`src/rtl/pkr_pkg.sv`:
```
package pkr_pkg;

    localparam int unsigned PKR_BYTE_W = 8;
    localparam int unsigned PKR_LANES  = 8;
    localparam int unsigned PKR_ADDR_W = 5;

    // What the lane pointer does on the coming edge.
    typedef enum logic [2:0] {
        PA_IDLE   = 3'd0,  // nothing accepted
        PA_STEP   = 3'd1,  // byte accepted, more lanes to fill
        PA_WRAP   = 3'd2,  // byte accepted into the last lane
        PA_CLEAR  = 3'd3,  // restart alone
        PA_RELOAD = 3'd4   // restart with a byte: byte is lane 0
    } ptr_act_e;

    typedef struct packed {
        logic take;   // a byte enters the shift chain
        logic first;  // the byte opens a new word
        logic last;   // the byte closes the word
    } lane_ctl_t;

    function automatic ptr_act_e pick_act(input logic vld,
                                          input logic restart,
                                          input logic at_end);
        ptr_act_e a;
        if (restart)
            a = vld ? PA_RELOAD : PA_CLEAR;
        else if (vld)
            a = at_end ? PA_WRAP : PA_STEP;
        else
            a = PA_IDLE;
        return a;
    endfunction

endpackage

```
`src/rtl/pkr_seq.sv`:
```
module pkr_seq
    import pkr_pkg::*;
#(
    parameter int unsigned LANES = PKR_LANES
) (
    input  logic      clk,
    input  logic      rst,
    input  logic      vld,
    input  logic      restart,
    output lane_ctl_t ctl
);
    localparam int unsigned IDX_W = (LANES > 1) ? $clog2(LANES) : 1;
    localparam logic [IDX_W-1:0] LAST_IDX = IDX_W'(LANES - 1);
    localparam logic [IDX_W-1:0] ONE_IDX  = IDX_W'(1);

    logic [IDX_W-1:0] idx_q;
    logic [IDX_W-1:0] idx_d;
    ptr_act_e         act;

    always_comb begin
        act = pick_act(vld, restart, idx_q == LAST_IDX);
    end

    always_comb begin
        case (act)
            PA_STEP:   idx_d = idx_q + ONE_IDX;
            PA_WRAP:   idx_d = '0;
            PA_CLEAR:  idx_d = '0;
            PA_RELOAD: idx_d = ONE_IDX;
            default:   idx_d = idx_q;
        endcase
    end

    always_ff @(posedge clk) begin
        if (rst) idx_q <= '0;
        else     idx_q <= idx_d;
    end

    always_comb begin
        ctl.take  = vld;
        ctl.first = vld && (restart || (idx_q == '0));
        ctl.last  = (act == PA_WRAP);
    end

endmodule

```
`src/rtl/pkr_shift.sv`:
```
module pkr_shift #(
    parameter int unsigned BYTE_W = 8,
    parameter int unsigned LANES  = 8
) (
    input  logic                      clk,
    input  logic                      rst,
    input  logic                      take,
    input  logic [BYTE_W-1:0]         in_byte,
    output logic [BYTE_W*LANES-1:0]   word_next
);
    // Holds lanes 1..LANES-1 of the shift chain; lane 0 would only be
    // shifted out, so it is never stored.
    logic [BYTE_W-1:0] hold_q [LANES-1];

    for (genvar g = 0; g < LANES; g++) begin : g_lane
        if (g == LANES - 1) begin : g_top
            assign word_next[g*BYTE_W +: BYTE_W] = in_byte;
        end else begin : g_low
            assign word_next[g*BYTE_W +: BYTE_W] = hold_q[g];
        end
    end

    for (genvar k = 0; k < LANES - 1; k++) begin : g_hold
        always_ff @(posedge clk) begin
            if (rst)       hold_q[k] <= '0;
            else if (take) hold_q[k] <= word_next[(k+1)*BYTE_W +: BYTE_W];
        end
    end

endmodule

```
`src/rtl/pkr_tag.sv`:
```
module pkr_tag #(
    parameter int unsigned ADDR_W = 5
) (
    input  logic              clk,
    input  logic              rst,
    input  logic              first,
    input  logic [ADDR_W-1:0] in_addr,
    output logic [ADDR_W-1:0] addr_next
);
    logic [ADDR_W-1:0] tag_q;

    assign addr_next = first ? in_addr : tag_q;

    always_ff @(posedge clk) begin
        if (rst) tag_q <= '0;
        else     tag_q <= addr_next;
    end

endmodule

```
`src/rtl/pkr_out.sv`:
```
module pkr_out #(
    parameter int unsigned WORD_W = 64,
    parameter int unsigned ADDR_W = 5
) (
    input  logic              clk,
    input  logic              rst,
    input  logic              load,
    input  logic              restart,
    input  logic [WORD_W-1:0] word_next,
    input  logic [ADDR_W-1:0] addr_next,
    output logic [WORD_W-1:0] out_word,
    output logic [ADDR_W-1:0] out_addr,
    output logic              out_vld,
    output logic              out_restart
);
    always_ff @(posedge clk) begin
        if (rst) begin
            out_word    <= '0;
            out_addr    <= '0;
            out_vld     <= 1'b0;
            out_restart <= 1'b0;
        end else begin
            out_vld     <= load;
            out_restart <= restart;
            if (load) begin
                out_word <= word_next;
                out_addr <= addr_next;
            end
        end
    end

endmodule

```
`src/rtl/byte_word_packer.sv`:
```
module byte_word_packer
    import pkr_pkg::*;
#(
    parameter int unsigned BYTE_W = PKR_BYTE_W,
    parameter int unsigned LANES  = PKR_LANES,
    parameter int unsigned ADDR_W = PKR_ADDR_W
) (
    input  logic                    clk,
    input  logic                    rst,
    input  logic [BYTE_W-1:0]       in_byte,
    input  logic                    in_vld,
    input  logic [ADDR_W-1:0]       in_addr,
    input  logic                    in_restart,
    output logic [BYTE_W*LANES-1:0] out_word,
    output logic [ADDR_W-1:0]       out_addr,
    output logic                    out_vld,
    output logic                    out_restart
);
    localparam int unsigned WORD_W = BYTE_W * LANES;

    lane_ctl_t         ctl;
    logic [WORD_W-1:0] word_next;
    logic [ADDR_W-1:0] addr_next;

    pkr_seq #(.LANES(LANES)) seq_i (
        .clk     (clk),
        .rst     (rst),
        .vld     (in_vld),
        .restart (in_restart),
        .ctl     (ctl)
    );

    pkr_shift #(.BYTE_W(BYTE_W), .LANES(LANES)) shift_i (
        .clk       (clk),
        .rst       (rst),
        .take      (ctl.take),
        .in_byte   (in_byte),
        .word_next (word_next)
    );

    pkr_tag #(.ADDR_W(ADDR_W)) tag_i (
        .clk       (clk),
        .rst       (rst),
        .first     (ctl.first),
        .in_addr   (in_addr),
        .addr_next (addr_next)
    );

    pkr_out #(.WORD_W(WORD_W), .ADDR_W(ADDR_W)) out_i (
        .clk         (clk),
        .rst         (rst),
        .load        (ctl.last),
        .restart     (in_restart),
        .word_next   (word_next),
        .addr_next   (addr_next),
        .out_word    (out_word),
        .out_addr    (out_addr),
        .out_vld     (out_vld),
        .out_restart (out_restart)
    );

endmodule

```
`config.mk`:
```
export PLATFORM = sky130hd
export DESIGN_NAME = byte_word_packer
export DESIGN_NICKNAME = d
export VERILOG_FILES = /design/src/rtl/pkr_pkg.sv /design/src/rtl/pkr_seq.sv /design/src/rtl/pkr_shift.sv /design/src/rtl/pkr_tag.sv /design/src/rtl/pkr_out.sv /design/src/rtl/byte_word_packer.sv
export SDC_FILE = /design/constraint.sdc
export NUM_CORES = 1
export LEC_CHECK = 0
export CAP_MARGIN = 25
export CORE_MARGIN = 4
export CORE_UTILIZATION = 40
export DETAILED_ROUTE_END_ITERATION = 6
export DONT_BUFFER_PORTS = 1
export PLACE_DENSITY = 0.65
export SLEW_MARGIN = 10
export SYNTH_ARGS = -nofsm -noshare
export SYNTH_HDL_FRONTEND = slang
export SYNTH_HIERARCHICAL = 1
export SYNTH_SLANG_ARGS = --single-unit
export TNS_END_PERCENT = 30
```
`constraint.sdc`:
```
create_clock -name clk -period 2.3 [get_ports clk]
set_input_delay 0.23 -clock clk [delete_from_list [all_inputs] [get_ports clk]]
set_output_delay 0.23 -clock clk [all_outputs]
set_load 0.1 [all_outputs]
```
After elaboration in Yosys (flattened, before gate mapping)
Memories as Yosys holds them, arrays and structs flattened. A register that Yosys moved wholly into a read port is not among the register bits.
Index checks and enable logic that the tools add are counted.
{ "op_classes": {"add_sub_neg": 1, "n_eq_ne": 5, "muxes": 18, "n_bitwise": 7, "n_reduce_logical": 5} }
{ "ops": {"columns": ["cell", "count"], "rows": [
  ["8-bit 2-to-1 mux", 7],
  ["3-bit 2-to-1 mux", 3],
  ["3-bit case mux with 3 select lines", 1],
  ["1-bit OR", 7],
  ["3-bit by 2-bit == test with 1-bit output, second input constant", 2],
  ["3-bit == test, second input constant", 2],
  ["1-bit 2-to-1 mux", 5],
  ["5-bit 2-to-1 mux", 1],
  ["3-bit by 1-bit adder with 3-bit output, second input constant", 1],
  ["3-bit by 1-bit == test with 1-bit output, second input constant", 1],
  ["3-bit zero test", 1],
  ["3-bit nonzero test", 1],
  ["2-bit 2-to-1 mux", 1],
  ["2-bit OR reduction", 1],
  ["1-bit logical AND", 1],
  ["1-bit logical OR", 1]
]} }
{ "totals": {"register_bits": 79, "mem_bits_rw": 56, "in_bits": 17, "output_inout_bits": 71, "wordCells": 43, "memories": 1} }
{ "mem_list": {"columns": ["memory", "words", "width", "read_ports", "rd_clocked_by_memory_dff", "write_ports", "line_no", "text"], "rows": [
  ["shift_i.hold_q", 7, 8, 7, 1, 7, "pkr_shift.sv:13", "logic [BYTE_W-1:0] hold_q [LANES-1];"]
]} }

Longest topological paths before layout
{ "depth": {"depth_word": 7, "mapped_depth": 8, "ltp_nobuf": 7} }

Modules after synthesis
The synthesis kept the hierarchy.
{ "by_module_without_submodules": {"columns": ["module", "instances", "cells_each", "area_each_um2", "seq_area_each_um2"], "rows": [
  ["pkr_out", 1, 227, 2531.2, 1421.4],
  ["pkr_shift", 1, 133, 2371.0, 1681.6],
  ["pkr_seq", 1, 23, 205.2, 60.1],
  ["pkr_tag", 1, 15, 200.2, 100.1]
]} }

Least setup slack after synthesis
OpenSTA, ideal clock, no wires.
{ "synth_timing": {"path_kind": "input port to flip-flop", "startpoint": "input port rst", "endpoint": "memory shift_i.hold_q[0][0] (enable)", "setup_time_ps": 417, "arrival_time_ps": 1706, "t_required_ps": 1883, "setup_slack_ps": 177, "path_stages": 3, "n_path_buf": 2, "path_cell_list": "buf_6 > buf_6 > or2_1"} }
{ "synth_rtl": {"columns": ["element", "line_no", "text"], "rows": [
  ["from (decl)", "byte_word_packer.sv:9", "input logic rst,"],
  ["to (decl)", "pkr_shift.sv:13", null]
]} }

Final worst setup path
{ "layout_timing": {"startpoint": "register seq_i.idx_q[0]", "endpoint": "register seq_i.idx_q[2]"} }
{ "layout_via": {"elab_chain_cells": 7, "word_cells_on_any_way": 12, "cone_classes": "add/sub (1); eq/ne (5); mux (4); reduce/logical (2)"} }
{ "layout_lines": {"columns": ["element", "line_no", "text"], "rows": [
  ["from (decl)", "pkr_seq.sv:16", "logic [IDX_W-1:0] idx_q;"],
  ["from (signal assigned)", "pkr_seq.sv:36", "else idx_q <= idx_d;"],
  ["3-bit == test", "pkr_seq.sv:21", "act = pick_act(vld, restart, idx_q == LAST_IDX);"],
  ["2-bit 2-to-1 mux", "pkr_pkg.sv:29", "a = at_end ? PA_WRAP : PA_STEP;"],
  ["3-bit 2-to-1 mux", "pkr_pkg.sv:28", "else if (vld)"],
  ["3-bit 2-to-1 mux", "pkr_pkg.sv:26", "if (restart)"],
  ["3-bit by 2-bit == test with 1-bit output", "pkr_seq.sv:25", "case (act)"],
  ["2-bit OR reduction (no source line)", null, null],
  ["3-bit case mux with 3 select lines or 3-bit nonzero test (tied branches)", null, null]
]} }
Parallel ways exist; a longest one is shown, timed or not.
A chain may end at the register's enable or synchronous reset.

==> run_results.csv <==
group,metric,value,unit
pwr,pwr-share-seq,47.4,%
worst_hold_path,hp-class,"primary input to flip-flop",
clocking,insertion_delay,0.42,ns
timing,finalHoldViolCount,0,
global_routing,overflow,0,
detailed_routing,wl,10500,um
clocking,htree_levels,4,
worst_hold_path,min_to,"seq_i/idx_q[0]$_SDFFE_PP0P_",
cells_and_area,final_layout_size_suffix_gt1_share,28.9,%
detailed_routing,drcViolationCount,0,
floorplanning,die_h,123,um
clocking,ctsResizeCount,0,
global_routing,groute.usage.overall,14.8,%
clocking,cts_root_buf,"clkbuf_16",
pwr,cellPowerDensity,838,nW/um^2
critical_path,r2r_end,"seq_i/idx_q[2]$_SDFFE_PP0P_",
timing,finalSetupViolCount,0,
timing,slew_headroom,70.0,%
clocking,clock-sinks,135,
timing,slew_viol_final,0,
pwr,power.internal,4430,uW
floorplanning,die_w,123,um
pwr,switching_power,1080,uW
yosys,syn_nets,418,
flow_run,drv_cap,0,
detailed_routing,wl_per_cell,16.1,um
detailed_routing,viasPerCell,4.81,
critical_path,end_kind,"flip-flop",
cells_and_area,diodes,0,
critical_path,reg2regPathDepth,5,
detailed_routing,ant_nets,0,
clocking,cts_tree,"done",
yosys,synth_area,5310,sq um
placement,hpwl,5910,um
timing,layout_min_cycle_time,1.76,ns
timing,fin_setup_tns,0,ns
placement,place_inst,608,
global_routing,antenna_found_initial,0,
critical_path,timing.rr.start,"seq_i/idx_q[0]$_SDFFE_PP0P_",
critical_path,worstSetupPathType,"flip-flop to flip-flop",
yosys,synthDistinctLibCells,26,
status,status,"finished, final reports clean",
placement,gp_congestion,0.658,
pwr,vdd_ir_drop_max,0.461,mV
floorplanning,core-area,12800,sq um
yosys,syn_inst,398,
pwr,pwr-share-clk,50.1,%
critical_path,required,2.66,ns
global_routing,grt_first_pass_wirelength,16800,um
timing,rsz0062_at_grt,"no",
yosys,synth_area_leader_cell,"edfxtp_1",
placement,portBuffers,0,
cells_and_area,fin_nets,488,
detailed_routing,vias,3144,
pwr,p_leak,0.00275,uW
floorplanning,ios,88,
cells_and_area,fin_util,51.3,%
cells_and_area,nFillCells,1129,
yosys,yosys.area.top_type_share,31.7,%
floorplanning,dieArea,15200,sq um
detailed_routing,drt_iter0_markers,116,
yosys,yosys_register_bits,135,
clocking,clk_pin_slew_worst_paths,0.06,ns
yosys,syn_avg_cell_area,13.3,sq um
clocking,numCtsBuffers,17,
pwr,comb_power_share,2.6,%
cells_and_area,area_growth,23.9,%
clocking,clock_path_buffers,2,
timing,fmax,568,MHz
detailed_routing,drt_pre_antenna_iters,4,
yosys,ys_seq_area_share,61.5,%
yosys,synth_area_leaders,"edfxtp_1 (32%), dfxtp_1 (30%), mux2i_1 (13%), and3b_1 (5.0%), nor2_1 (5.0%)",
pwr,switching_share,19.6,%
cells_and_area,finalNonFillerCells,653,
global_routing,grt_pass1_vias,3253,
critical_path,cp.arrival,2.12,ns
yosys,ys_warn_count,6,
worst_hold_path,min_path_cells,2,
critical_path,cp_max_fo,4,
floorplanning,initial_core_util,41.4,%
floorplanning,row_count,41,
timing,worst_pin_slew,0.450,ns
timing,finClkSkew,0.00816,ns
timing,period_share,76.6,%
critical_path,rrSetupSlack,0.54,ns
critical_path,cp-start-kind,"flip-flop",
global_routing,grt_max_degree,78,
worst_hold_path,hp-start,"in_restart",
## layer usage
layer	GRT usage, %	vias to the layer above	share of wire (%)
li1	-	1519	-
met1	17.2	1536	42
met2	23.3	79	48
met3	6.68	10	8.0
met4	6.64	0	1.2
met5	0	-	0
## synthesized netlist by cell type
master and instances:
edfxtp_1 56, nor2b_1 3, buf_6 7, nor2b_4 1, and3b_1 30, buf_8 7
o21bai_1 1, nand2_1 1, nor2_1 70, nand2b_1 2, buf_4 11, or2_1 1
a211oi_1 2, ha_1 3, and3b_2 26, mux2i_1 69, a31o_1 1, mux2_2 5
and2b_1 4, o21a_1 1, inv_1 3, dfxtp_1 79, nand3b_1 2, nor4b_1 1
clkbuf_1 9, buf_2 3
## how the worst max path moves through the flow
| stage | from | endpoint | slack [ns] | depth (start not counted) |
|---|---|---|---|---|
| CTS | seq_i/idx_q[0]$_SDFFE_PP0P_ | seq_i/idx_q[2]$_SDFFE_PP0P_ | 0.53 | 5 |
| global route | seq_i/idx_q[0]$_SDFFE_PP0P_ | out_i/out_word[2]$_SDFFE_PP0P_ | 0.45 | 7 |
| finish | seq_i/idx_q[0]$_SDFFE_PP0P_ | seq_i/idx_q[2]$_SDFFE_PP0P_ | 0.54 | 5 |
| detailed placement | seq_i/idx_q[0]$_SDFFE_PP0P_ | out_i/out_word[51]$_SDFFE_PP0P_ | 0.58 | 7 |
| global placement | seq_i/idx_q[0]$_SDFFE_PP0P_ | out_i/out_word[43]$_SDFFE_PP0P_ | 0.71 | 7 |
| floorplan | rst | shift_i/hold_q[0][0]$_SDFFCE_PN0P_ | 0.18 | 3 |
## final cells by class
cell class / count / area, sq um / share of cell area [%]
clock inverters: 3 / 17.5 / 0.266
inverters: 3 / 11.3 / 0.171
well taps: 172 / 215 / 3.27
flip-flops and latches: 135 / 3260 / 49.6
repair buffers: 88 / 736 / 11.2
multi-input cells: 223 / 1730 / 26.2
clock buffers: 29 / 606 / 9.21
## sequential cells by signal, summed over array words and instances, names as in the netlist
register and cells:
tag_i/tag_q 5, out_i/out_word 64, out_i/out_restart 1, seq_i/idx_q 3, shift_i/hold_q 56, out_i/out_addr 5, out_i/out_vld 1
## power groups by stage
stage	logic, uW	registers [uW]	clock network [uW]
6_report	142	2610	2760
5_1_grt	158	2610	2920
4_1_cts	145	2610	2820
3_5_place_dp	101	2660	0
3_3_place_gp	97.5	2650	0
2_1_floorplan	131	2650	0
## cells by family (layout without fill, tap and decap cells)
kind of cell / count (synthesis) / after routing / synth area share, %
buffers and inverters: 40 / 123 / 6.15
AOI/OAI and AO/OA: 5 / 5 / 0.731
and+or+nand+nor: 141 / 141 / 16.9
DFF: 135 / 135 / 61.5
adders and majority gates: 3 / 3 / 0.707
muxes: 74 / 74 / 14.1
## placed cells by master, fill, tap and decap left out, types with 3 or more instances in the layout
cell	n
dfxtp_1	79
buf_4	73
mux2i_1	69
nor2_1	69
edfxtp_1	56
and3b_1	30
and3b_2	26
clkbuf_16	21
dlygate4sd3_1	12
clkbuf_8	5
mux2_2	5
and2b_1	4
clkbuf_1	3
nor2b_1	3
inv_1	3
ha_1	3
## repair_timing
item | 4_1_cts | 5_1_grt
setup buffers | 0 | 0
hold buffers | 13 | 0
hold endpoints to repair | 77 | 0
## worst max-delay path, stage by stage (launching register included)
cell	delay [ns]
dfxtp_1	0.34
ha_1	0.21
ha_1	0.22
nand3b_1	0.16
a211oi_1	0.21
dlygate4sd3_1	0.57
## metrics by stage
stage	setup WS (ns)	power, uW	area, sq um	hold WS, ns
2_1_floorplan	0.177	2780	5310	0.294
5_1_grt	0.447	5690	6570	0.0429
6_report	0.539	5510	6570	0.0584
4_1_cts	0.531	5570	6570	0.0368
3_3_place_gp	0.708	2750	5800	0.309
3_5_place_dp	0.582	2760	5800	0.311
(Power assumes the default switching activity.)
